$ cat config.mk
export PLATFORM = sky130hd
export DESIGN_NAME = cfg_window_bridge
export DESIGN_NICKNAME = d
export VERILOG_FILES = /design/src/rtl/cfgb_pkg.sv /design/src/rtl/cfgb_decode.sv /design/src/rtl/cfgb_lane.sv /design/src/rtl/cfgb_seq.sv /design/src/rtl/cfg_window_bridge.sv
export SDC_FILE = /design/constraint.sdc
export NUM_CORES = 1
export LEC_CHECK = 0
export BUFFER_PORTS_ARGS = -buffer_cell sky130_fd_sc_hd__clkbuf_2
export CORE_MARGIN = 2
export CORE_UTILIZATION = 58
export CTS_BUF_LIST = sky130_fd_sc_hd__clkbuf_8
export CTS_CLUSTER_DIAMETER = 50
export DETAILED_ROUTE_END_ITERATION = 6
export PLACE_DENSITY = 0.95
export SLEW_MARGIN = 40
export SYNTH_ARGS = -nofsm -noshare
export SYNTH_HDL_FRONTEND = slang
export SYNTH_SLANG_ARGS = --single-unit
$ cat constraint.sdc
create_clock -name clk -period 4.5 [get_ports clk]
set_input_delay 0.45 -clock clk [delete_from_list [all_inputs] [get_ports clk]]
set_output_delay 0.45 -clock clk [all_outputs]
set_load 0.05 [all_outputs]
$ cat src/rtl/cfgb_pkg.sv
package cfgb_pkg;

    // selector register field positions
    localparam int SEL_EN_BIT    = 63;
    localparam int SEL_BUS_LSB   = 52;
    localparam int SEL_DEVFN_LSB = 44;
    localparam int SEL_OFF_LSB   = 32;
    localparam int BUS_W         = 8;
    localparam int DEVFN_W       = 8;
    localparam int CFG_OFF_W     = 12;

    // configuration space sizes
    localparam int CONV_SPACE = 256;
    localparam int EXT_SPACE  = 4096;

    localparam logic [3:0] SZ_1 = 4'd1;
    localparam logic [3:0] SZ_2 = 4'd2;
    localparam logic [3:0] SZ_4 = 4'd4;
    localparam logic [3:0] SZ_8 = 4'd8;

    typedef enum logic [1:0] {
        ACC_REG = 2'd0,
        ACC_WIN = 2'd1,
        ACC_BAD = 2'd2
    } acc_kind_e;

    typedef enum logic [1:0] {
        SQ_IDLE  = 2'd0,
        SQ_ISSUE = 2'd1,
        SQ_WAIT  = 2'd2,
        SQ_RESP  = 2'd3
    } seq_state_e;

    typedef struct packed {
        logic [BUS_W-1:0]     bus;
        logic [DEVFN_W-1:0]   devfn;
        logic [CFG_OFF_W-1:0] offset;
        logic [3:0]           be;
        logic                 write;
        logic [31:0]          data;
    } cfg_req_t;

    typedef struct packed {
        logic                 en;
        logic [BUS_W-1:0]     bus;
        logic [DEVFN_W-1:0]   devfn;
        logic [CFG_OFF_W-1:0] dw_off;
    } sel_fields_t;

    function automatic sel_fields_t split_selector(input logic [63:0] s);
        sel_fields_t f;
        f.en     = s[SEL_EN_BIT];
        f.bus    = s[SEL_BUS_LSB +: BUS_W];
        f.devfn  = s[SEL_DEVFN_LSB +: DEVFN_W];
        f.dw_off = s[SEL_OFF_LSB +: CFG_OFF_W] & 12'hFFC;
        return f;
    endfunction

    // endianness flip limited to the access size
    function automatic logic [31:0] swap_sized(input logic [31:0] d, input logic [3:0] sz);
        logic [31:0] r;
        case (sz)
            SZ_2:    r = {16'h0000, d[7:0], d[15:8]};
            SZ_4:    r = {d[7:0], d[15:8], d[23:16], d[31:24]};
            default: r = {24'h000000, d[7:0]};
        endcase
        return r;
    endfunction

    function automatic logic [3:0] lanes_of(input logic [3:0] sz);
        logic [3:0] m;
        case (sz)
            SZ_2:    m = 4'b0011;
            SZ_4:    m = 4'b1111;
            default: m = 4'b0001;
        endcase
        return m;
    endfunction

endpackage

$ cat src/rtl/cfgb_decode.sv
module cfgb_decode
    import cfgb_pkg::*;
#(
    parameter int              OFF_W   = 16,
    parameter logic [OFF_W-1:0] SEL_OFF = 16'h0140,
    parameter logic [OFF_W-1:0] WIN_OFF = 16'h0130
) (
    input  logic [OFF_W-1:0] offset,
    input  logic [3:0]       size,
    output acc_kind_e        kind,
    output logic             is_sel
);
    localparam logic [OFF_W-1:0] WIN_MASK = {{(OFF_W-2){1'b1}}, 2'b00};

    logic win_hit;
    logic narrow;
    logic wide_ok;

    always_comb begin
        win_hit = (offset & WIN_MASK) == WIN_OFF;
        narrow  = (size == SZ_1) || (size == SZ_2) || (size == SZ_4);
        wide_ok = (size == SZ_8) && (offset[2:0] == 3'b000);
        if (win_hit && narrow) begin
            kind = ACC_WIN;
        end else if (!win_hit && wide_ok) begin
            kind = ACC_REG;
        end else begin
            kind = ACC_BAD;
        end
        is_sel = (kind == ACC_REG) && (offset == SEL_OFF);
    end

endmodule

$ cat src/rtl/cfgb_lane.sv
module cfgb_lane
    import cfgb_pkg::*;
#(
    parameter bit TO_DEV = 1'b1
) (
    input  logic [31:0] din,
    input  logic [3:0]  size,
    input  logic [1:0]  lo,
    output logic [31:0] dout,
    output logic [3:0]  be
);
    logic [4:0] shamt;
    assign shamt = {lo, 3'b000};
    assign be    = lanes_of(size) << lo;

    generate
        if (TO_DEV) begin : g_to_dev
            // flip, then move into the addressed byte lanes
            assign dout = swap_sized(din, size) << shamt;
        end else begin : g_from_dev
            // pull the addressed lanes down, then flip
            assign dout = swap_sized(din >> shamt, size);
        end
    endgenerate

endmodule

$ cat src/rtl/cfgb_seq.sv
module cfgb_seq
    import cfgb_pkg::*;
(
    input  logic        clk,
    input  logic        rst,
    input  logic        imm_go,
    input  logic [63:0] imm_data,
    input  logic        imm_err,
    input  logic        win_go,
    input  cfg_req_t    win_req,
    input  logic [3:0]  win_size,
    input  logic        dn_ready,
    input  logic        dn_rsp_valid,
    input  logic [31:0] rd_conv,
    output logic        dn_valid,
    output cfg_req_t    dn_req,
    output logic [3:0]  hold_size,
    output logic        idle,
    output logic        rsp_valid,
    output logic [63:0] rsp_data,
    output logic        rsp_err
);
    seq_state_e  state_q;
    cfg_req_t    req_q;
    logic [3:0]  size_q;
    logic [63:0] data_q;
    logic        err_q;

    always_ff @(posedge clk) begin
        if (rst) begin
            state_q <= SQ_IDLE;
            req_q   <= '0;
            size_q  <= SZ_1;
            data_q  <= '0;
            err_q   <= 1'b0;
        end else begin
            case (state_q)
                SQ_IDLE: begin
                    if (win_go) begin
                        req_q   <= win_req;
                        size_q  <= win_size;
                        state_q <= SQ_ISSUE;
                    end else if (imm_go) begin
                        data_q  <= imm_data;
                        err_q   <= imm_err;
                        state_q <= SQ_RESP;
                    end
                end
                SQ_ISSUE: begin
                    if (dn_ready) begin
                        if (req_q.write) begin
                            data_q  <= '0;
                            err_q   <= 1'b0;
                            state_q <= SQ_RESP;
                        end else begin
                            state_q <= SQ_WAIT;
                        end
                    end
                end
                SQ_WAIT: begin
                    if (dn_rsp_valid) begin
                        data_q  <= {32'h0, rd_conv};
                        err_q   <= 1'b0;
                        state_q <= SQ_RESP;
                    end
                end
                default: state_q <= SQ_IDLE;
            endcase
        end
    end

    assign dn_valid  = (state_q == SQ_ISSUE);
    assign dn_req    = req_q;
    assign hold_size = size_q;
    assign idle      = (state_q == SQ_IDLE);
    assign rsp_valid = (state_q == SQ_RESP);
    assign rsp_data  = data_q;
    assign rsp_err   = (state_q == SQ_RESP) && err_q;

    AST_DN_HOLD: assert property (@(posedge clk) disable iff (rst)
        (dn_valid && !dn_ready) |=> (dn_valid && $stable(dn_req))) else $error("dn hold");
    AST_RSP_SINGLE: assert property (@(posedge clk) disable iff (rst)
        rsp_valid |=> !rsp_valid) else $error("rsp single");
    AST_ERR_WITH_RSP: assert property (@(posedge clk) disable iff (rst)
        rsp_err |-> (rsp_valid && rsp_data == '1)) else $error("err rsp");

endmodule

$ cat src/rtl/cfg_window_bridge.sv
module cfg_window_bridge
    import cfgb_pkg::*;
#(
    parameter int               OFF_W   = 16,
    parameter logic [OFF_W-1:0] SEL_OFF = 16'h0140,
    parameter logic [OFF_W-1:0] WIN_OFF = 16'h0130
) (
    input  logic             clk,
    input  logic             rst,
    input  logic             req_valid,
    input  logic             req_write,
    input  logic [OFF_W-1:0] req_offset,
    input  logic [3:0]       req_size,
    input  logic [63:0]      req_wdata,
    output logic             host_ready,
    output logic             rsp_valid,
    output logic [63:0]      rsp_rdata,
    output logic             rsp_err,
    output logic [7:0]       tgt_bus,
    output logic [7:0]       tgt_devfn,
    input  logic             tgt_present,
    input  logic             tgt_ext,
    output logic             dn_valid,
    input  logic             dn_ready,
    output logic [7:0]       dn_bus,
    output logic [7:0]       dn_devfn,
    output logic [11:0]      dn_offset,
    output logic [3:0]       dn_be,
    output logic             dn_write,
    output logic [31:0]      dn_wdata,
    input  logic             dn_rsp_valid,
    input  logic [31:0]      dn_rsp_data
);
    localparam int CONV_TOP_BITS = CFG_OFF_W - $clog2(CONV_SPACE);

    logic [63:0] sel_q;
    sel_fields_t sel;
    acc_kind_e   kind;
    logic        is_sel;
    logic        fire;
    logic [11:0] full_off;
    logic        in_range;
    logic        win_ok;
    logic        win_go;
    logic        imm_go;
    logic [63:0] imm_data;
    logic        imm_err;
    logic [31:0] wr_lane;
    logic [3:0]  wr_be;
    logic [31:0] rd_conv;
    logic [3:0]  rd_be;
    logic [3:0]  hold_size;
    cfg_req_t    new_req;
    cfg_req_t    dn_req;

    assign sel       = split_selector(sel_q);
    assign tgt_bus   = sel.bus;
    assign tgt_devfn = sel.devfn;
    assign fire      = req_valid && host_ready;

    cfgb_decode #(
        .OFF_W   (OFF_W),
        .SEL_OFF (SEL_OFF),
        .WIN_OFF (WIN_OFF)
    ) i_decode (
        .offset (req_offset),
        .size   (req_size),
        .kind   (kind),
        .is_sel (is_sel)
    );

    // final byte offset inside the target's space
    assign full_off = sel.dw_off | {10'h000, req_offset[1:0]};
    assign in_range = tgt_ext || (full_off[CFG_OFF_W-1 -: CONV_TOP_BITS] == '0);
    assign win_ok   = sel.en && tgt_present && in_range;
    assign win_go   = fire && (kind == ACC_WIN) && win_ok;
    assign imm_go   = fire && !win_go;

    cfgb_lane #(.TO_DEV(1'b1)) i_lane_wr (
        .din  (req_wdata[31:0]),
        .size (req_size),
        .lo   (req_offset[1:0]),
        .dout (wr_lane),
        .be   (wr_be)
    );

    always_comb begin
        new_req.bus    = sel.bus;
        new_req.devfn  = sel.devfn;
        new_req.offset = full_off;
        new_req.be     = wr_be;
        new_req.write  = req_write;
        new_req.data   = req_write ? wr_lane : 32'h0;
    end

    // immediate responses: selector access, other registers, rejected window, errors
    always_comb begin
        imm_err  = 1'b0;
        imm_data = '0;
        case (kind)
            ACC_REG: imm_data = (is_sel && !req_write) ? sel_q : '0;
            ACC_WIN: imm_data = req_write ? '0 : '1;
            default: begin
                imm_err  = 1'b1;
                imm_data = '1;
            end
        endcase
    end

    always_ff @(posedge clk) begin
        if (rst) begin
            sel_q <= '0;
        end else if (fire && is_sel && req_write) begin
            sel_q <= req_wdata;
        end
    end

    cfgb_seq i_seq (
        .clk          (clk),
        .rst          (rst),
        .imm_go       (imm_go),
        .imm_data     (imm_data),
        .imm_err      (imm_err),
        .win_go       (win_go),
        .win_req      (new_req),
        .win_size     (req_size),
        .dn_ready     (dn_ready),
        .dn_rsp_valid (dn_rsp_valid),
        .rd_conv      (rd_conv),
        .dn_valid     (dn_valid),
        .dn_req       (dn_req),
        .hold_size    (hold_size),
        .idle         (host_ready),
        .rsp_valid    (rsp_valid),
        .rsp_data     (rsp_rdata),
        .rsp_err      (rsp_err)
    );

    cfgb_lane #(.TO_DEV(1'b0)) i_lane_rd (
        .din  (dn_rsp_data),
        .size (hold_size),
        .lo   (dn_req.offset[1:0]),
        .dout (rd_conv),
        .be   (rd_be)
    );

    assign dn_bus    = dn_req.bus;
    assign dn_devfn  = dn_req.devfn;
    assign dn_offset = dn_req.offset;
    assign dn_be     = dn_req.be;
    assign dn_write  = dn_req.write;
    assign dn_wdata  = dn_req.data;

    AST_DN_ENABLED: assert property (@(posedge clk) disable iff (rst)
        dn_valid |-> sel_q[SEL_EN_BIT]) else $error("dn while disabled");
    AST_DN_PRESENT: assert property (@(posedge clk) disable iff (rst)
        dn_valid |-> tgt_present) else $error("dn to absent target");
    AST_DN_IN_RANGE: assert property (@(posedge clk) disable iff (rst)
        dn_valid |-> (tgt_ext || dn_offset < 12'(CONV_SPACE))) else $error("dn out of range");
    AST_LANE_AGREE: assert property (@(posedge clk) disable iff (rst)
        dn_valid |-> (dn_be == rd_be && dn_be != 4'h0)) else $error("lane mismatch");
    AST_BUSY_AFTER_ACCEPT: assert property (@(posedge clk) disable iff (rst)
        fire |=> !host_ready) else $error("not busy");
    AST_SEL_STABLE: assert property (@(posedge clk) disable iff (rst)
        (fire && kind == ACC_BAD) |=> $stable(sel_q)) else $error("sel changed on bad");

endmodule

Word level (Yosys, flattened, before mapping)
Index checks and enable logic that the tools add are counted.
Widths: inputs -> output; s select.
{"block": "totals", "input_bits": 124, "reg_bits": 200}
{"block": "classes", "n_mux": 28, "reduce_logical": 29, "shift": 3, "bitwise": 1, "n_eq_ne": 18}
{"op": "$mux 64", "count": 7}
{"op": "$pmux 64 s3", "count": 1}
{"op": "$pmux 32 s2", "count": 2}
{"op": "$pmux 64 s2", "count": 1}
{"op": "$mux 32", "count": 1}
{"op": "$shl 32x5->32", "count": 1}
{"op": "$shr 32x5->32", "count": 1}
{"op": "$eq 16x9->1 const B", "count": 1}
{"op": "$eq 14x7->1 const B", "count": 1}
{"op": "$logic_and 1x1->1", "count": 14}
{"op": "$mux 2", "count": 6}
{"op": "$or 12x2->12", "count": 1}
{"op": "$eq 4x2->1 const B", "count": 2}
{"op": "$eq 4x3->1 const B", "count": 2}
{"op": "$pmux 4 s2", "count": 1}
{"op": "$mux 1", "count": 7}
{"op": "$ne 2x1->1 const B", "count": 3}
{"op": "$pmux 2 s3", "count": 1}
{"op": "$reduce_and 6->1", "count": 1}
{"op": "$eq 2x1->1 const B", "count": 2}
{"op": "$eq 2x2->1 const B", "count": 2}
{"op": "$eq 4x1->1 const B", "count": 1}
{"op": "$eq 4x4->1 const B", "count": 1}
{"op": "$logic_not 2->1", "count": 2}
{"op": "other kinds (12)", "count": 17}

Depth between registers and ports, before layout
Gate-level depths: netlist (run 1).
{"block": "logic_depth", "depth_word": 13, "mapped_depth": 9}

Modules after synthesis
From an unflattened synthesis (run 1), not the netlist that was laid out.
{"block": "unflattened", "cells_unflattened": 1417, "hier_area_um2": 11916.4}
{"module": "cfgb_seq", "area_each_um2": 5383.9, "n_inst": 1, "seq_area_each_um2": 2722.6, "cells_per_inst": 635}
{"module": "cfg_window_bridge", "area_each_um2": 4399.2, "n_inst": 1, "seq_area_each_um2": 1281.2, "cells_per_inst": 489}
{"module": "cfgb_lane at i_lane_wr", "area_each_um2": 1121.1, "n_inst": 1, "seq_area_each_um2": 0.0, "cells_per_inst": 167}
{"module": "cfgb_lane at i_lane_rd", "area_each_um2": 900.9, "n_inst": 1, "seq_area_each_um2": 0.0, "cells_per_inst": 109}
{"module": "cfgb_decode", "area_each_um2": 111.4, "n_inst": 1, "seq_area_each_um2": 0.0, "cells_per_inst": 17}

Worst setup path after synthesis (run 1)
No wires, ideal clock.
{"block": "synth_path", "path_kind": "reg-to-reg", "startpoint": "register i_seq.state_q[1]", "endpoint": "register i_seq.data_q[22], in the netlist i_seq.rsp_data[22]", "t_arrival_ns": 2.323, "setup_time_ns": 0.138, "n_path_buf": 1, "path_stages_with_launch": 8, "path_slack_ns": 2.039, "path_cell_list": "dfxtp_1 -> inv_1 -> ha_1 -> a222oi_1 -> nand2_2 -> nor2_1 -> clkbuf_1 -> o221ai_1"}
{"item": "start: declaration", "line": "cfgb_seq.sv:23", "rtl": "seq_state_e state_q;"}
{"item": "start signal: assignment", "line": "cfgb_seq.sv:31", "rtl": "state_q <= SQ_IDLE;"}
{"item": "start signal: assignment", "line": "cfgb_seq.sv:42", "rtl": "state_q <= SQ_ISSUE;"}
{"item": "start signal: assignment", "line": "cfgb_seq.sv:46", "rtl": "state_q <= SQ_RESP;"}
{"item": "$eq 2x1->1 *"}
{"item": "via dn_valid", "line": "cfg_window_bridge.sv:23", "rtl": "output logic dn_valid,"}
{"item": "$ne 2x1->1 (no line) / $reduce_bool 3->1 (equally long branches)"}
{"item": "$reduce_and 6->1 (no line)"}
{"item": "end signal: assignment", "line": "cfgb_seq.sv:44", "rtl": "data_q <= imm_data;"}
{"item": "end signal: assignment", "line": "cfgb_seq.sv:62", "rtl": "data_q <= {32'h0, rd_conv};"}
{"item": "end: declaration", "line": "cfgb_seq.sv:26", "rtl": "logic [63:0] data_q;"}
Mark *: on every way through the listed nets, which the timed path passes. The rest lies on a longest branch.
A chain may end at the register's enable or synchronous reset.

Worst setup path in the final report (run 1)
{"block": "layout_path", "startpoint": "register i_seq.state_q[0]", "endpoint": "register i_seq.data_q[25], in the netlist i_seq.rsp_data[25]"}
{"block": "layout_between", "elab_chain_cells": 8}
{"item": "$logic_not 2->1", "line": "cfgb_seq.sv:37, cfgb_seq.sv:75"}
{"item": "$logic_and 1x1->1", "line": "cfg_window_bridge.sv:59", "rtl": "assign fire = req_valid && host_ready;"}
{"item": "$logic_and 1x1->1 (2 in a row)", "line": "cfg_window_bridge.sv:76", "rtl": "assign win_go = fire && (kind == ACC_WIN) && win_ok;"}
{"item": "$logic_not 1->1", "line": "cfg_window_bridge.sv:77", "rtl": "assign imm_go = fire && !win_go;"}
{"item": "$logic_and 1x1->1", "line": "cfg_window_bridge.sv:77"}
{"item": "$ne 2x1->1 (no line)"}
{"item": "$reduce_and 6->1 (no line)"}
Parallel ways exist; a longest one is shown, timed or not.

==> results of run 1 <==
area by class of cell:
type	instances	area, um^2
timing repair buffer	287	1493
tap	216	270.3
clock inverter	13	135.1
inverter	26	97.59
multi-input combinational	792	4736
sequential	200	4005
clock buffer	19	261.5
fill	1262	4772
synthesized netlist by cell type (4+ instances only):
cell type and instances:
sky130_fd_sc_hd__nor4_1 10, sky130_fd_sc_hd__o21ai_0 24, sky130_fd_sc_hd__buf_2 37, sky130_fd_sc_hd__nand4b_1 4, sky130_fd_sc_hd__inv_1 26, sky130_fd_sc_hd__a222oi_1 5
sky130_fd_sc_hd__dfxtp_1 200, sky130_fd_sc_hd__buf_4 18, sky130_fd_sc_hd__nor2b_1 14, sky130_fd_sc_hd__buf_1 9, sky130_fd_sc_hd__and3_1 9, sky130_fd_sc_hd__a311oi_1 9
sky130_fd_sc_hd__o32ai_1 21, sky130_fd_sc_hd__o221a_2 8, sky130_fd_sc_hd__o221ai_1 16, sky130_fd_sc_hd__mux2_2 12, sky130_fd_sc_hd__nor3_1 24, sky130_fd_sc_hd__and2_1 6
sky130_fd_sc_hd__clkbuf_1 50, sky130_fd_sc_hd__nand3_1 17, sky130_fd_sc_hd__a21oi_1 188, sky130_fd_sc_hd__ha_1 4, sky130_fd_sc_hd__mux2i_1 30, sky130_fd_sc_hd__o22ai_1 8
sky130_fd_sc_hd__nand4_1 12, sky130_fd_sc_hd__a2bb2oi_1 4, sky130_fd_sc_hd__nand2_1 237, sky130_fd_sc_hd__o2bb2ai_1 36, sky130_fd_sc_hd__nor2_1 14, sky130_fd_sc_hd__a22oi_1 16
sky130_fd_sc_hd__a221oi_1 4, sky130_fd_sc_hd__or4_1 9, sky130_fd_sc_hd__a211oi_1 13
flip-flops by register name, indices dropped and copies added, names as in the netlist:
name and cells:
sel_q 64, i_seq.err_q 1, i_seq.dn_req 65, i_seq.hold_size 4, i_seq.rsp_data 64, i_seq.state_q 2
final timing paths:
kind | startpoint | depth (start not counted) | slack, ns | endpoint
setup / recovery | i_seq.state_q[0]$_SDFFE_PP0P_ | 8 | 1.41 | i_seq.rsp_data[25]$_SDFFE_PP0P_
hold / removal | req_wdata[46] | 3 | 0.18 | sel_q[46]$_SDFFE_PP0P_
setup reg to reg | i_seq.state_q[0]$_SDFFE_PP0P_ | 8 | 1.41 | i_seq.rsp_data[25]$_SDFFE_PP0P_
hold reg to reg | i_seq.dn_req[55]$_SDFFE_PP0P_ | 2 | 0.46 | i_seq.dn_req[55]$_SDFFE_PP0P_
cell families after synthesis:
logic type,count (synthesis),share of synthesized area
compound gates,361,0.2504
xor+xnor,2,0.001879
fa+ha+maj,4,0.005368
buf+inv,141,0.06978
flops,200,0.4294
mux,42,0.04670
simple gates,383,0.1965
critical path, cell delays in order, from the launching register on:
cell and delay (ns):
sky130_fd_sc_hd__dfxtp_1 0.40, sky130_fd_sc_hd__inv_1 0.09, sky130_fd_sc_hd__ha_1 0.24, sky130_fd_sc_hd__a222oi_1 0.68, sky130_fd_sc_hd__and2_1 0.22, sky130_fd_sc_hd__buf_4 0.32
sky130_fd_sc_hd__o2111ai_4 0.44, sky130_fd_sc_hd__buf_4 0.40, sky130_fd_sc_hd__o221ai_1 0.19
routing by layer:
layer,up-vias,global-route usage
li1,4470,-
met1,4509,0.4519
met2,696,0.5551
met3,108,0.07410
met4,0,0.1421
met5,-,0
report_power, final:
part           internal (mW)  total, mW  switching [mW]
logic                  0.530       2.06            1.53
registers               2.00       2.14           0.135
clock network          0.484       1.16           0.674
==> results_dict.tcl, run 1 <==
set metrics [dict create \
    status "complete, but fails checks" \
    violations "design-rule violations" \
    achievable-frequency_mhz 324.1 \
    yosys-top-cells-area "sky130_fd_sc_hd__dfxtp_1, sky130_fd_sc_hd__a21oi_1, sky130_fd_sc_hd__nand2_1, sky130_fd_sc_hd__o2bb2ai_1, sky130_fd_sc_hd__mux2i_1" \
    critPathRequiredTime_ns 4.89 \
    worst_setup_path_end_kind "flop" \
    routabilityCongestion 0.9355 \
    die-area_um2 17110 \
    met2WireLength_mm 14.15 \
    fin_crit_sh 0.6856 \
    placeableCoreArea_um2 15770 \
    finalNetCount 1452 \
    synth_enable_flop_cells 0 \
    clock_tree.root_cell "sky130_fd_sc_hd__clkbuf_8" \
    postLayoutSetupSlackWorst_ns 1.415 \
    cts-root-to-sink-buffers 2 \
    drive_gt1_frac 0.2708 \
    placedCellCount 1521 \
    postSynthAreaPerCell_um2 8.229 \
    report.final.slew_viol_count 0 \
    tightestPinTransition_ns 0.7794 \
    ys_warn_count 0 \
    lkg_pwr_nw 4.239 \
    drc_errors 1 \
    finish.cell_count_without_fillers 1553 \
    worst_hold_check_slack_ns 0.1818 \
    timing.clock.skew_ns 0.01246 \
    cts.sink_count 200 \
    postCtsResizedCells 0 \
    area_delta_synth_final_pct 17.95 \
    numCtsBuffers 17 \
    post_synth_instance_area_um2 9324 \
    most_common_cell_after_layout_fill_and_taps_aside "sky130_fd_sc_hd__clkbuf_2" \
    cellPowerDensity_nw_per_um2 486.4 \
    die_x_um 130.8 \
    ios 273 \
    met1_length_mm 11.70 \
    die_y_um 130.8 \
    grt_pass1_wl_mm 46.02 \
    yosysUniqueCellTypes 62 \
    dr.max_layer_used "met4" \
    synth_top_cell_area_share 0.4294 \
    postCtsHoldBufs 0 \
    detailed_place.area_um2 10600 \
    dr_total_vias 9783 \
    critical_path_peak_fanout 29 \
    synth-main-ff-cell "sky130_fd_sc_hd__dfxtp_1" \
    yosys_register_bits 200 \
    drtPass1Iterations 7 \
    report.final.hold_viol_count 0 \
    floorplan.initialDensity 0.5912 \
    startpoint_type "flop" \
    post-route-cell-area_um2 11000 \
    holdCritPathClass "input pin to flop" \
    tritoncts_clock_tree "done" \
    ys_seq_area_frac 0.4294 \
    worstPathArrival_ns 3.48 \
    drt_iter0_markers 1250 \
    slew_headroom 0.4794 \
    summed_negative_setup_slack_over_all_endpoints_ns 0 \
    worstSkewPairLatency_ns 0.48 \
    max_cap_violations 0 \
    gr-total-overflow 0 \
    path_clk_slew_ns 0.11 \
    fin_crit_period_ns 3.085 \
    postCtsSetupBuffers 0 \
    power.total_mw 5.350 \
    grt_pass1_vias 8793 \
    num_antenna_cells 0 \
    syn-instance-count 1133 \
    synth.largest_area_cell "sky130_fd_sc_hd__dfxtp_1" \
    postSynth.asyncResetShare 0 \
    h-tree-depth 4 \
    antenna_found_initial 0 \
    rows 46 \
    critPathKind "flop to flop" \
    worst_case_setup_slack_after_placement_ns 1.304 \
    utilization 0.6974 \
    hpwl_detailed_mm 21.79 \
    postSynthNetCount 1261 \
    numPortBuffers 272 \
    pin_count_of_the_biggest_net_entering_global_routing 65 \
    irDropWorstVdd_mv 0.2936 \
    finalSetupViolCount 0 \
    layout.cells.most_common_list "sky130_fd_sc_hd__clkbuf_2, sky130_fd_sc_hd__nand2_1, sky130_fd_sc_hd__dfxtp_1" \
    setup_repair_after_global_routing_missed_its_margin "false" \
    wl_met3_mm 3.147 \
    totalWireLength_mm 30.28 \
    global_route.usage.total 0.3445 \
    drt.antenna.violating_nets 0 \
    detail_route.wl_per_cell_um 19.50 \
    routed_via_density 6.299 \
]
Note: power is estimated with default switching activity, not from simulation.
==> inputs of run 2 (changes only) <==
--- a/config.mk
+++ b/config.mk
@@ -7,11 +7,11 @@
 export LEC_CHECK = 0
 export BUFFER_PORTS_ARGS = -buffer_cell sky130_fd_sc_hd__clkbuf_2
 export CORE_MARGIN = 2
-export CORE_UTILIZATION = 58
+export CORE_UTILIZATION = 54
 export CTS_BUF_LIST = sky130_fd_sc_hd__clkbuf_8
 export CTS_CLUSTER_DIAMETER = 50
 export DETAILED_ROUTE_END_ITERATION = 6
-export PLACE_DENSITY = 0.95
+export PLACE_DENSITY = 0.91
 export SLEW_MARGIN = 40
 export SYNTH_ARGS = -nofsm -noshare
 export SYNTH_HDL_FRONTEND = slang
==> constraint.sdc (replaced) <==
create_clock -name clk -period 3.2 [get_ports clk]
set_input_delay 0.32 -clock clk [delete_from_list [all_inputs] [get_ports clk]]
set_output_delay 0.32 -clock clk [all_outputs]
set_load 0.05 [all_outputs]
==> run 2 against run 1 <==
Effect of this change:
- the flow still finishes with violations (design-rule violations)
- critical path depth down 1
- final area up 0.99%
- sequential share of layout area down 0.37 points
- clock power up 45%
- global-route usage down 2.3 points
- cell count up 1.4%
- largest cell class unchanged
- die area up 7.2%
- largest power group unchanged
- hold slack worse by 0.12 ns
- power up 42%
- setup slack worse by 0.93 ns
- via count down 0.54%
==> results_dict.tcl, run 2 (synthesized netlist as in run 1, its figures left out) <==
set metrics [dict create \
    status "complete, but fails checks" \
    violations "design-rule violations" \
    report.final.slew_viol_count 0 \
    achievable-frequency_mhz 368.7 \
    numPortBuffers 272 \
    routabilityCongestion 0.9595 \
    postCtsHoldBufs 0 \
    layout.cells.most_common_list "sky130_fd_sc_hd__clkbuf_2, sky130_fd_sc_hd__nand2_1, sky130_fd_sc_hd__dfxtp_1" \
    totalWireLength_mm 30.32 \
    die-area_um2 18330 \
    worst_setup_path_end_kind "flop" \
    slew_headroom 0.4696 \
    setup_repair_after_global_routing_missed_its_margin "false" \
    worstPathArrival_ns 3.10 \
    finalNetCount 1464 \
    lkg_pwr_nw 4.310 \
    tightestPinTransition_ns 0.7940 \
    area_delta_synth_final_pct 19.12 \
    rows 48 \
    max_cap_violations 0 \
    drtPass1Iterations 7 \
    clock_tree.root_cell "sky130_fd_sc_hd__clkbuf_8" \
    postCtsResizedCells 0 \
    critical_path_peak_fanout 8 \
    worstSkewPairLatency_ns 0.47 \
    summed_negative_setup_slack_over_all_endpoints_ns 0 \
    num_antenna_cells 0 \
    layout.area.seq_um2 4004 \
    worst_hold_check_slack_ns 0.06065 \
    placeableCoreArea_um2 17120 \
    holdCritPathClass "input pin to flop" \
    gr-total-overflow 0 \
    die_x_um 135.4 \
    cts.sink_count 200 \
    max_ffs_per_register 65 \
    postCtsSetupBuffers 0 \
    footprint_of_the_multi_input_gates_um2 4721 \
    most_common_cell_after_layout_fill_and_taps_aside "sky130_fd_sc_hd__clkbuf_2" \
    grt_pass1_vias 8886 \
    global_route.usage.total 0.3212 \
    utilization 0.6489 \
    startpoint_type "flop" \
    drive_gt1_frac 0.2765 \
    num-fill-cells 1443 \
    drt_iter0_markers 1028 \
    floorplan.initialDensity 0.5447 \
    antenna_found_initial 0 \
    numCtsBuffers 17 \
    ios 273 \
    routed_via_density 6.182 \
    drc_errors 1 \
    pin_count_of_the_biggest_net_entering_global_routing 65 \
    fin_crit_sh 0.8477 \
    cellPowerDensity_nw_per_um2 683.0 \
    grt_pass1_wl_mm 46.55 \
    hpwl_detailed_mm 21.96 \
    h-tree-depth 4 \
    critPathKind "flop to flop" \
    fin_crit_period_ns 2.713 \
    die_y_um 135.4 \
    finalSetupViolCount 0 \
    dr_total_vias 9730 \
    tritoncts_clock_tree "done" \
    cts-root-to-sink-buffers 2 \
    detail_route.wl_per_cell_um 19.26 \
    report.final.hold_viol_count 0 \
    critPathRequiredTime_ns 3.58 \
    timing.clock.skew_ns 0.01404 \
    drt.antenna.violating_nets 0 \
    irDropWorstVdd_mv 0.5604 \
    path_clk_slew_ns 0.10 \
]
run 2: cell count changes in the layout (fill, tap and decap cells not counted), sizes merged:
cell      previous run  this run
clkinv               3         5
inv                 32        31
bufinv               1         2
clkbuf             290       289
buf                 16        28
clkinvlp             3         2
run 2: worst paths after layout:
path | from | end | slack, ns | depth (start not counted)
worst max register to register | i_seq.state_q[0]$_SDFFE_PP0P_ | i_seq.rsp_data[1]$_SDFFE_PP0P_ | 0.49 | 7
worst max-delay path | i_seq.state_q[0]$_SDFFE_PP0P_ | i_seq.rsp_data[1]$_SDFFE_PP0P_ | 0.49 | 7
worst min-delay path | req_wdata[46] | sel_q[46]$_SDFFE_PP0P_ | 0.06 | 3
worst min register to register | i_seq.dn_req[42]$_SDFFE_PP0P_ | i_seq.dn_req[42]$_SDFFE_PP0P_ | 0.46 | 2
run 2: final cells by class:
| type | instances | share of cell area |
|---|---|---|
| timing repair buffer | 299 | 0.1433 |
| inverter | 26 | 0.008787 |
| multi-input combinational | 792 | 0.4250 |
| clock buffer | 18 | 0.02230 |
| clock inverter | 14 | 0.01476 |
| tap | 225 | 0.02535 |
| sequential | 200 | 0.3605 |
run 2: where the power goes:
group,total (mW),internal (mW),switching [mW]
combinational,2.91,0.759,2.15
sequential,3.00,2.81,0.186
clock,1.68,0.737,0.939
total,7.59,4.31,3.28
run 2: metal layers:
layer	share of wire	vias to the layer above	GRT usage
li1	-	4502	-
met1	0.39	4486	0.4132
met2	0.46	641	0.5248
met3	0.10	101	0.07220
met4	0.041	0	0.1296
met5	0	-	0
run 2: worst max-delay path, stage by stage (launching register included):
cell                       delay, ns
sky130_fd_sc_hd__dfxtp_1        0.41
sky130_fd_sc_hd__inv_1          0.08
sky130_fd_sc_hd__ha_1           0.44
sky130_fd_sc_hd__nand2_1        0.18
sky130_fd_sc_hd__or4_4          0.58
sky130_fd_sc_hd__nor2_1         0.47
sky130_fd_sc_hd__a221oi_1       0.19
sky130_fd_sc_hd__a211oi_1       0.28
run 2: stage by stage:
stage               area [um^2]  setup WS, ns  total power, mW  std cells
detailed placement        10700        0.5535            5.911       1542
floorplan                  9324        0.7390            5.136       1133
global placement          10690        0.5559            5.847       1542
CTS                       11110        0.5724            7.553       1574
finish                    11110        0.4874            7.586       1574
global route              11110        0.3124            7.871       1574
==> inputs of run 3 (changes only) <==
--- a/config.mk
+++ b/config.mk
@@ -7,11 +7,11 @@
 export LEC_CHECK = 0
 export BUFFER_PORTS_ARGS = -buffer_cell sky130_fd_sc_hd__clkbuf_2
 export CORE_MARGIN = 2
-export CORE_UTILIZATION = 54
+export CORE_UTILIZATION = 49
 export CTS_BUF_LIST = sky130_fd_sc_hd__clkbuf_8
 export CTS_CLUSTER_DIAMETER = 50
 export DETAILED_ROUTE_END_ITERATION = 6
-export PLACE_DENSITY = 0.91
+export PLACE_DENSITY = 0.87
 export SLEW_MARGIN = 40
 export SYNTH_ARGS = -nofsm -noshare
 export SYNTH_HDL_FRONTEND = slang
==> constraint.sdc (replaced) <==
create_clock -name clk -period 2.4 [get_ports clk]
set_input_delay 0.24 -clock clk [delete_from_list [all_inputs] [get_ports clk]]
set_output_delay 0.24 -clock clk [all_outputs]
set_load 0.05 [all_outputs]
==> run 3 against run 2 <==
Effect of this change:
- the flow now finishes without violations
- highest routed layer unchanged
- register-to-register slack worse by 0.38 ns
- final area up 4.8%
- routed wire length increased by 5.7%
- die area grew 9.9%
- sequential power rose by 34%
- utilization down 2.7 points
- setup slack worse by 0.38 ns
- critical endpoint is now i_seq.rsp_data[24]$_SDFFE_PP0P_
- first-iteration DRC count fell by 21%
- largest power group is now combinational logic
- critical path type unchanged
- sequential share of layout area fell by 1.6 points
- clock-buffer cell count unchanged
- maximum frequency is 19% higher
- global-route usage decreased by 1.3 points
==> results_dict.tcl, run 3 (synthesized netlist as in run 1, its figures left out) <==
set metrics [dict create \
    drt.antenna.violating_nets 0 \
    worst_case_setup_slack_after_placement_ns -0.02838 \
    worst-r2r-cell-count 10 \
    h-tree-depth 4 \
    report.final.hold_viol_count 0 \
    path_clk_slew_ns 0.10 \
    footprint_of_the_multi_input_gates_um2 4762 \
    layout.cells.most_common_list "sky130_fd_sc_hd__clkbuf_2, sky130_fd_sc_hd__nand2_1, sky130_fd_sc_hd__dfxtp_1" \
    drtPass1Iterations 5 \
    critPathRequiredTime_ns 2.80 \
    placedCellCount 1571 \
    most_common_cell_after_layout_fill_and_taps_aside "sky130_fd_sc_hd__clkbuf_2" \
    report.final.slew_viol_count 0 \
    startpoint_type "flop" \
    finish.cell_count_without_fillers 1638 \
    rr_endpoint "i_seq.rsp_data[24]$_SDFFE_PP0P_" \
    placeableCoreArea_um2 18710 \
    die_x_um 141.9 \
    timing.critical_path.to "i_seq.rsp_data[24]$_SDFFE_PP0P_" \
    gr-total-overflow 0 \
    cts.sink_count 200 \
    num_antenna_cells 0 \
    worstSkewPairLatency_ns 0.48 \
    routed_via_density 6.126 \
    min_path_cells 3 \
    dr_total_vias 10034 \
    numPortBuffers 272 \
    drt_iter0_markers 813 \
    critPathKind "flop to flop" \
    status "finished, final reports clean" \
    holdCritPathClass "input pin to flop" \
    lkg_pwr_nw 4.565 \
    global_route.usage.total 0.3078 \
    floorplan.initialDensity 0.4985 \
    finalNetCount 1519 \
    area_delta_synth_final_pct 24.80 \
    critical_path.reg2reg.startpoint "i_seq.state_q[0]$_SDFFE_PP0P_" \
    worst_setup_path_end_kind "flop" \
    timing.clock.skew_ns 0.01633 \
    numCtsBuffers 17 \
    max_cap_violations 0 \
    worstPathArrival_ns 2.69 \
    fin_crit_sh 0.9536 \
    worst_hold_check_slack_ns 0.01770 \
    worstSetupStartpoint "i_seq.state_q[0]$_SDFFE_PP0P_" \
    summed_negative_setup_slack_over_all_endpoints_ns 0 \
    pin_count_of_the_biggest_net_entering_global_routing 69 \
    achievable-frequency_mhz 437.0 \
    routabilityCongestion 0.9494 \
    num-fill-cells 1587 \
    critical_path_peak_fanout 17 \
    postLayoutSetupSlackWorst_ns 0.1114 \
    finalSetupViolCount 0 \
    fin_crit_period_ns 2.289 \
    detail_route.wl_per_cell_um 19.56 \
    cellPowerDensity_nw_per_um2 871.6 \
    layout.area.seq_um2 4008 \
    hpwl_detailed_mm 22.94 \
    ios 273 \
    tightestPinTransition_ns 0.6958 \
    irDropWorstVdd_mv 0.5732 \
    tritoncts_clock_tree "done" \
    max_ffs_per_register 65 \
    setup_repair_after_global_routing_missed_its_margin "false" \
    drive_gt1_frac 0.2899 \
    grt_pass1_wl_mm 48.75 \
    die_y_um 141.9 \
    drc_errors 0 \
    totalWireLength_mm 32.04 \
    slew_headroom 0.5352 \
    antenna_found_initial 0 \
    clock_tree.root_cell "sky130_fd_sc_hd__clkbuf_8" \
    grt_pass1_vias 9239 \
    flop2flop_setup_slack_ns 0.11 \
    die-area_um2 20150 \
    rows 50 \
    cts-root-to-sink-buffers 2 \
]
==> run 3: cell types whose count changed in the layout (fill, tap and decap cells not counted), sizes merged <==
| cell | before | now |
|---|---|---|
| buf | 28 | 52 |
| bufinv | 2 | 0 |
| clkinv | 5 | 6 |
| dlygate4sd3 | 0 | 31 |
| clkinvlp | 2 | 3 |
==> run 3: how the worst min path moves through the flow <==
stage | startpoint | endpoint | slack (ns)
6_report | req_wdata[24] | sel_q[24]$_SDFFE_PP0P_ | 0.02
5_1_grt | req_wdata[40] | sel_q[40]$_SDFFE_PP0P_ | 0.01
4_1_cts | req_wdata[24] | sel_q[24]$_SDFFE_PP0P_ | 0.001
3_5_place_dp | sel_q[11]$_SDFFE_PP0P_ | sel_q[11]$_SDFFE_PP0P_ | 0.44
3_3_place_gp | i_seq.dn_req[3]$_SDFFE_PP0P_ | i_seq.dn_req[3]$_SDFFE_PP0P_ | 0.44
2_1_floorplan | req_wdata[0] | sel_q[0]$_SDFFE_PP0P_ | 0.38
==> run 3: what timing repair did <==
| action | in CTS | in global routing |
|---|---|---|
| resized for setup | 1 | 11 |
| gates cloned | 0 | 0 |
| hold endpoints to repair | 31 | 0 |
| setup endpoints to repair | 8 | 51 |
| hold buffers | 31 | 0 |
| setup buffers | 0 | 4 |
| pin swaps | 0 | 3 |
==> run 3: cell type report <==
class / instances / share of cell area
multi-input combinational: 792 / 0.4092
sequential: 200 / 0.3444
timing repair buffer: 354 / 0.1816
tap: 234 / 0.02516
clock buffer: 18 / 0.02129
clock inverter: 14 / 0.009892
inverter: 26 / 0.008387
==> run 3: metrics by stage <==
step	area (um^2)	total power [mW]	util
global placement	10870	7.870	0.5810
CTS	11570	10.03	0.6185
floorplan	9331	6.864	-
global route	11640	10.51	0.6221
detailed placement	10890	7.995	0.5821
finish	11640	10.14	0.6221
==> run 3: where the power goes <==
part	internal (mW)	switching (mW)	total, mW
Combinational	1.17	2.91	4.08
Sequential	3.75	0.263	4.02
Clock	0.770	1.28	2.05
Total	5.69	4.45	10.1
==> run 3: layer usage <==
layer	vias to the layer above	share of wire	global-route usage
li1	4613	-	-
met1	4633	0.39	0.3941
met2	678	0.47	0.5013
met3	110	0.10	0.07100
met4	0	0.040	0.1305
met5	-	0	0
==> run 3: critical path, cell delays in order (launching register included) <==
cell and delay [ns]:
sky130_fd_sc_hd__dfxtp_2 0.37, sky130_fd_sc_hd__inv_1 0.07, sky130_fd_sc_hd__ha_2 0.22, sky130_fd_sc_hd__and4_1 0.19, sky130_fd_sc_hd__o21ai_0 0.08, sky130_fd_sc_hd__buf_4 0.18, sky130_fd_sc_hd__nor3_4 0.04, sky130_fd_sc_hd__buf_4 0.18
sky130_fd_sc_hd__buf_4 0.19, sky130_fd_sc_hd__or4_1 0.58, sky130_fd_sc_hd__o221ai_1 0.10
